## src/rtl/i2s_half_pkg.sv

```systemverilog
package i2s_half_pkg;
   // Strobes from the clock generator to the shifter, valid for one clock
   typedef struct packed {
      logic launch;      // next bit goes out at this edge
      logic slot_start;  // launch that opens a 32-bit slot
      logic right;       // slot being opened is the right channel
   } bit_evt_t;

   function automatic bit is_pow2(input int unsigned v);
      return (v != 0) && ((v & (v - 1)) == 0);
   endfunction
endpackage

```

## src/rtl/i2s_half_fifo.sv

```systemverilog
module i2s_half_fifo #(
   parameter int WORD_W = 32,
   parameter int DEPTH  = 32
) (
   input  logic              clk,
   input  logic              rst_n,
   input  logic              flush,
   input  logic              wr_en,
   input  logic [WORD_W-1:0] wr_data,
   input  logic              pop,
   output logic [WORD_W-1:0] rd_data,
   output logic              empty,
   output logic              full,
   output logic              overflow,
   output logic              half_irq
);
   localparam int AW   = $clog2(DEPTH);
   localparam int HALF = DEPTH / 2;

   if (!i2s_half_pkg::is_pow2(DEPTH) || DEPTH < 2) begin : g_bad_depth
      $error("i2s_half_fifo: DEPTH must be a power of two, at least 2");
   end

   logic [WORD_W-1:0] mem [DEPTH];
   logic [AW:0]       wr_ptr, rd_ptr, count;
   logic              do_wr, do_pop, at_half;

   assign count   = wr_ptr - rd_ptr;
   assign empty   = (count == '0);
   assign full    = (count == (AW+1)'(DEPTH));
   assign do_wr   = wr_en && !full && !flush;
   assign do_pop  = pop && !empty && !flush;
   assign rd_data = mem[rd_ptr[AW-1:0]];
   assign at_half = (rd_ptr[AW-1:0] == AW'(HALF - 1)) ||
                    (rd_ptr[AW-1:0] == AW'(DEPTH - 1));

   always_ff @(posedge clk) begin
      if (do_wr) mem[wr_ptr[AW-1:0]] <= wr_data;
   end

   always_ff @(posedge clk) begin
      if (!rst_n || flush) begin
         wr_ptr   <= '0;
         rd_ptr   <= '0;
         overflow <= 1'b0;
         half_irq <= 1'b0;
      end else begin
         if (do_wr)              wr_ptr   <= wr_ptr + 1'b1;
         if (do_pop)             rd_ptr   <= rd_ptr + 1'b1;
         if (wr_en && full)      overflow <= 1'b1;
         half_irq <= do_pop && at_half;
      end
   end

   assert_full_write_flags_R1: assert property (@(posedge clk) disable iff (!rst_n)
      (full && wr_en && !flush) |=> (overflow && $stable(wr_ptr)));
   assert_count_bound_R1: assert property (@(posedge clk) disable iff (!rst_n)
      count <= (AW+1)'(DEPTH));
   assert_flush_empties_R7: assert property (@(posedge clk) disable iff (!rst_n)
      flush |=> (empty && !overflow));
   assert_irq_after_pop_R6: assert property (@(posedge clk) disable iff (!rst_n)
      half_irq |-> $past(pop && !empty));
endmodule

```

## src/rtl/i2s_half_clkgen.sv

```systemverilog
module i2s_half_clkgen
   import i2s_half_pkg::*;
#(
   parameter int DIV_W     = 8,
   parameter int HALF_DIV  = 2,
   parameter int SLOT_BITS = 32
) (
   input  logic     clk,
   input  logic     rst_n,
   input  logic     run,
   input  logic     launch_fall,
   output logic     sck,
   output logic     ws,
   output bit_evt_t evt
);
   localparam int IDX_W = $clog2(2 * SLOT_BITS);

   if (HALF_DIV < 1 || HALF_DIV > (1 << DIV_W)) begin : g_bad_div
      $error("i2s_half_clkgen: HALF_DIV must fit the divider counter");
   end
   if (!is_pow2(SLOT_BITS) || SLOT_BITS < 2) begin : g_bad_slot
      $error("i2s_half_clkgen: SLOT_BITS must be a power of two");
   end

   logic [DIV_W-1:0] div_cnt;
   logic [IDX_W-1:0] bit_idx, idx_nxt;
   logic             tick, phase, started;

   assign tick = run && (div_cnt == DIV_W'(HALF_DIV - 1));

   always_comb begin
      idx_nxt        = started ? bit_idx + 1'b1 : '0;
      evt.launch     = tick && !phase;
      evt.slot_start = evt.launch && (idx_nxt[IDX_W-2:0] == '0);
      evt.right      = idx_nxt[IDX_W-1];
   end

   always_ff @(posedge clk) begin
      if (!rst_n || !run) begin
         div_cnt <= '0;
         phase   <= 1'b0;
         started <= 1'b0;
         bit_idx <= '0;
      end else begin
         div_cnt <= tick ? '0 : div_cnt + 1'b1;
         if (tick) phase <= ~phase;
         if (evt.launch) begin
            started <= 1'b1;
            bit_idx <= idx_nxt;
         end
      end
   end

   assign sck = launch_fall ? ~phase : phase;
   assign ws  = bit_idx[IDX_W-1];

   assert_ws_rests_R8: assert property (@(posedge clk) disable iff (!rst_n)
      !run |=> !ws);
   assert_sck_holds_R9: assert property (@(posedge clk) disable iff (!rst_n)
      (run && !tick) |=> $stable(phase));
endmodule

```

## src/rtl/i2s_half_shift.sv

```systemverilog
module i2s_half_shift
   import i2s_half_pkg::*;
#(
   parameter int WORD_W = 32
) (
   input  logic              clk,
   input  logic              rst_n,
   input  logic              tx_en,
   input  logic              mono,
   input  bit_evt_t          evt,
   input  logic              fifo_empty,
   input  logic [WORD_W-1:0] fifo_data,
   output logic              pop,
   output logic              sd
);
   logic [WORD_W-1:0] shreg, held, fresh;

   // a fresh word is taken for every stereo slot, or for the left slot in mono
   assign pop   = tx_en && evt.slot_start && (!mono || !evt.right);
   assign fresh = fifo_empty ? '0 : fifo_data;

   always_ff @(posedge clk) begin
      if (!rst_n || !tx_en) begin
         shreg <= '0;
         held  <= '0;
      end else if (evt.slot_start) begin
         if (pop) begin
            shreg <= fresh;
            held  <= fresh;
         end else begin
            shreg <= held;
         end
      end else if (evt.launch) begin
         shreg <= {shreg[WORD_W-2:0], 1'b0};
      end
   end

   assign sd = shreg[WORD_W-1];

   assert_sd_quiet_R7: assert property (@(posedge clk) disable iff (!rst_n)
      !tx_en |=> !sd);
endmodule

```

## src/rtl/i2s_half_tx.sv

```systemverilog
module i2s_half_tx
   import i2s_half_pkg::*;
#(
   parameter int WORD_W     = 32,
   parameter int FIFO_BYTES = 128,
   parameter int DIV_W      = 8,
   parameter int HALF_DIV   = 2
) (
   input  logic              clk,
   input  logic              rst_n,
   input  logic              tx_en,
   input  logic              cnt_en,
   input  logic              mono,
   input  logic              launch_fall,
   input  logic              wr_valid,
   input  logic [WORD_W-1:0] wr_data,
   output logic              fifo_empty,
   output logic              overflow,
   output logic              half_irq,
   output logic              sck,
   output logic              ws,
   output logic              sd
);
   localparam int WORD_BYTES = WORD_W / 8;
   localparam int DEPTH      = FIFO_BYTES / WORD_BYTES;

   if (WORD_W % 8 != 0 || FIFO_BYTES % WORD_BYTES != 0) begin : g_bad_geom
      $error("i2s_half_tx: buffer must hold a whole number of byte-wide words");
   end

   bit_evt_t          evt;
   logic              tx_q, flush, pop, full;
   logic [WORD_W-1:0] head;

   always_ff @(posedge clk) begin
      if (!rst_n) tx_q <= 1'b0;
      else        tx_q <= tx_en;
   end
   assign flush = tx_q && !tx_en;

   i2s_half_fifo #(.WORD_W(WORD_W), .DEPTH(DEPTH)) u_fifo (
      .clk(clk), .rst_n(rst_n), .flush(flush),
      .wr_en(wr_valid), .wr_data(wr_data),
      .pop(pop), .rd_data(head),
      .empty(fifo_empty), .full(full),
      .overflow(overflow), .half_irq(half_irq)
   );

   i2s_half_clkgen #(.DIV_W(DIV_W), .HALF_DIV(HALF_DIV), .SLOT_BITS(WORD_W)) u_clk (
      .clk(clk), .rst_n(rst_n), .run(cnt_en), .launch_fall(launch_fall),
      .sck(sck), .ws(ws), .evt(evt)
   );

   i2s_half_shift #(.WORD_W(WORD_W)) u_shift (
      .clk(clk), .rst_n(rst_n), .tx_en(tx_en), .mono(mono), .evt(evt),
      .fifo_empty(fifo_empty), .fifo_data(head), .pop(pop), .sd(sd)
   );
endmodule

```

## config.mk

```make
export PLATFORM = sky130hd
export DESIGN_NAME = i2s_half_tx
export DESIGN_NICKNAME = d
export VERILOG_FILES = /design/src/rtl/i2s_half_pkg.sv /design/src/rtl/i2s_half_fifo.sv /design/src/rtl/i2s_half_clkgen.sv /design/src/rtl/i2s_half_shift.sv /design/src/rtl/i2s_half_tx.sv
export SDC_FILE = /design/constraint.sdc
export NUM_CORES = 1
export LEC_CHECK = 0
export BUFFER_PORTS_ARGS = -buffer_cell sky130_fd_sc_hd__buf_2
export CAP_MARGIN = 30
export CORE_UTILIZATION = 40
export DETAILED_ROUTE_END_ITERATION = 6
export HOLD_SLACK_MARGIN = 0.05
export MAX_ROUTING_LAYER = met4
export PLACE_DENSITY_LB_ADDON = 0.25
export RECOVER_POWER = 25
export SETUP_SLACK_MARGIN = 0.1
export SYNTH_ARGS = -nofsm -noshare
export SYNTH_HDL_FRONTEND = slang
export SYNTH_HIERARCHICAL = 1
export SYNTH_SLANG_ARGS = --single-unit
```

## constraint.sdc

```tcl
create_clock -name clk -period 8.98 [get_ports clk]
set_input_delay 0 -clock clk [delete_from_list [all_inputs] [get_ports clk]]
set_output_delay 0 -clock clk [all_outputs]
set_load 0.02 [all_outputs]
```

==> results.py <==
metrics = {
    "run_status": {
        "status": "finished, final reports clean",
    },
    "cts": {
        "clockBufferDepth": 3,
        "postCtsSetupBuffers": 0,
        "cts.sinks": 1124,
        "cts_resized": 0,
        "postCtsHoldBufs": 39,
        "clk_pin_slew_ns": 0.06,
        "h-tree-depth": 3,
        "cts_tree": "done",
        "numCtsBuffers": 113,
        "cts-root-buf": "clkbuf_16",
        "clk_latency_ns": 0.69,
    },
    "worst_setup_path": {
        "end_kind": "register",
        "start_kind": "register",
        "worstPathRequired_ns": 9.31,
        "crit_arrival_ns": 4.47,
        "worst-path-max-fanout": 19,
        "crit_type": "register to register",
    },
    "floorplan": {
        "coreArea_um2": 108000,
        "die_area_um2": 110000,
        "io_pins": 45,
        "rows": 120,
        "start_util": 0.405,
        "fp.dieH_um": 332,
        "die_w_um": 332,
    },
    "timing": {
        "final-hold-violation-count": 0,
        "max_freq_mhz": 242,
        "setup_tns_ns": 0,
        "fin_crit_sh": 0.461,
        "slew_headroom": 0.0883,
        "finClkSkew_ns": 0.0155,
        "period_needed_ns": 4.14,
        "tightest_slew_ns": 1.37,
        "setup_violations": 0,
        "drv_slew": 0,
        "rsz0062_at_grt": "false",
        "hold_ws_ns": 0.278,
    },
    "yosys": {
        "synth_area_leaders": "edfxtp_1, mux4_2, dfxtp_1",
        "syn-num-nets": 2132,
        "yosysTopAreaCell": "edfxtp_1",
        "ys_ff_latch": 1124,
        "synthFlopType": "edfxtp_1",
        "avgSynthCellArea_um2": 20.9,
        "yosysUniqueCellTypes": 53,
        "yosysWarnings": 6,
        "synth.top_cell.area_share": 0.707,
        "syn-instance-count": 2078,
        "synth_area_um2": 43500,
        "seq_area_frac_synth": 0.753,
        "synth_edf_count": 1024,
        "synth-async-reset-ratio": 0,
    },
    "power_and_ir_drop": {
        "vdd_drop_max_uv": 161,
        "switchingPower_uw": 2170,
        "clock_power_share": 0.423,
        "swShare": 0.205,
        "p_int_uw": 8420,
        "pwr-share-seq": 0.544,
        "pwr-share-comb": 0.033,
        "power_leakage_uw": 0.0149,
        "powerDensity_nw_per_um2": 214,
    },
    "final_layout": {
        "nets": 2267,
        "layout_commonest_cell": "edfxtp_1",
        "register_area_um2": 32800,
        "multi_input_area_um2": 10400,
        "layout-drive-gt1-share": 0.274,
        "mostFrequentLayoutCells": "edfxtp_1, mux4_2, clkbuf_16",
        "fillers": 8942,
        "area_delta_synth_final_pct": 13.9,
    },
    "global_route": {
        "grt_pass1_vias": 21591,
        "grt.total_usage": 0.200,
        "antenna_found_initial": 3,
        "gr-total-overflow": 0,
        "grt_pass1_wl_mm": 154,
        "grt_max_degree": 103,
    },
    "route": {
        "first_pass_iters": 5,
        "vias": 21148,
        "antenna_left": 0,
        "routed_wl_mm": 106,
        "drt_iter0_drc": 1971,
        "drcViolationCount": 0,
        "via_per_inst": 5.71,
        "wl_per_cell_um": 28.6,
    },
    "place": {
        "portBuffers": 44,
        "place_congestion": 0.817,
        "dp_hpwl_mm": 55.0,
    },
    "job": {
        "max_cap_viol_count": 0,
    },
    "worst_hold_path": {
        "hp-class": "input pin to primary output",
    },
}
## registers in the layout (all words and copies together) (netlist names), 6 cells and up, named ones only
register / cells
u_shift/shreg: 32
u_clk/div_cnt: 8
u_fifo/wr_ptr: 6
u_fifo/rd_ptr: 6
u_clk/bit_idx: 6
u_shift/held: 32
u_fifo/mem: 1024
## worst paths after layout
check                           cells past startpoint  slack [ns]                          start                       endpoint
worst max-delay path                                9        4.84  u_fifo/wr_ptr[4]$_SDFFE_PP0P_   u_fifo/mem[18][13]$_DFFE_PP_
worst min register to register                      2        0.45  u_shift/held[27]$_SDFFE_PP0P_  u_shift/held[27]$_SDFFE_PP0P_
worst min-delay path                                3        0.28                    launch_fall                            sck
worst max register to register                      9        4.84  u_fifo/wr_ptr[4]$_SDFFE_PP0P_   u_fifo/mem[18][13]$_DFFE_PP_
## power groups by stage
| stage | clock [uW] | sequential, uW | combinational, uW |
|---|---|---|---|
| 2_1_floorplan | 0 | 5860 | 171 |
| 3_5_place_dp | 0 | 5860 | 340 |
| 3_3_place_gp | 0 | 5860 | 331 |
| 4_1_cts | 4580 | 5750 | 356 |
| 6_report | 4480 | 5760 | 349 |
| 5_1_grt | 4780 | 5760 | 376 |
## cell usage after synthesis (all sizes together), types with 2 or more instances
library cell and count:
mux2 36, nor4 3, or4b 2, dfxtp 100
or3 7, a21oi 110, ha 15, o31ai 3
nor2 60, nor3 2, xor2 7, nand3 14
nand3b 6, nand2 102, xnor2 8, and3 2
mux4 320, o21ai 52, inv 27, clkbuf 64
mux2i 17, and2 6, a31oi 4, edfxtp 1024
nor2b 19, nand2b 5, buf 49
## cell type report
cell class / instances / area share
Sequential cell: 1124 / 0.661
Multi-Input combinational cell: 814 / 0.210
Clock buffer: 144 / 0.0617
Tap cell: 1403 / 0.0354
Timing Repair Buffer: 133 / 0.0207
Clock inverter: 57 / 0.00869
Inverter: 27 / 0.00205
Antenna cell: 1 / 0.0000505
## worst max-delay path, stage by stage, from the launching register on
cell	delay, ns
dfxtp_1	0.50
ha_1	0.34
and2_1	0.18
o21a_1	0.17
a31oi_1	0.31
a2111oi_4	0.18
nor2_2	0.21
nand2_1	0.53
nor2_4	0.80
buf_4	0.51
## stage by stage
stage | utilization | instance area (um^2) | setup WS, ns | instances | total power [uW]
3_3_place_gp | 0.425 | 45600 | 4.83 | 3460 | 6190
5_1_grt | 0.461 | 49500 | 4.67 | 3703 | 10900
6_report | 0.461 | 49500 | 4.84 | 3703 | 10600
3_5_place_dp | 0.425 | 45700 | 4.85 | 3461 | 6200
2_1_floorplan | - | 43500 | 5.34 | 2078 | 6030
4_1_cts | 0.461 | 49500 | 4.82 | 3701 | 10700
## kinds of logic (layout without fill, tap and decap cells)
| family | count (synthesis) | count (layout) | share of synthesized area |
|---|---|---|---|
| compound gates | 174 | 174 | 0.0213 |
| other cells | 0 | 1 | 0 |
| fa+ha+maj | 15 | 15 | 0.00431 |
| flops | 1124 | 1124 | 0.753 |
| buf+inv | 140 | 361 | 0.0139 |
| simple gates | 237 | 237 | 0.0257 |
| xor+xnor | 15 | 15 | 0.00302 |
| mux | 373 | 373 | 0.179 |
## routing by layer
metal  vias up  track usage  part of all wire
li1       8807            -                 -
met4         0       0.0516             0.020
met1     11522        0.273              0.43
met5         -            -                 0
met2       680        0.315              0.49
met3       139       0.0298             0.060
No activity file was read; power rests on OpenSTA's default activity.
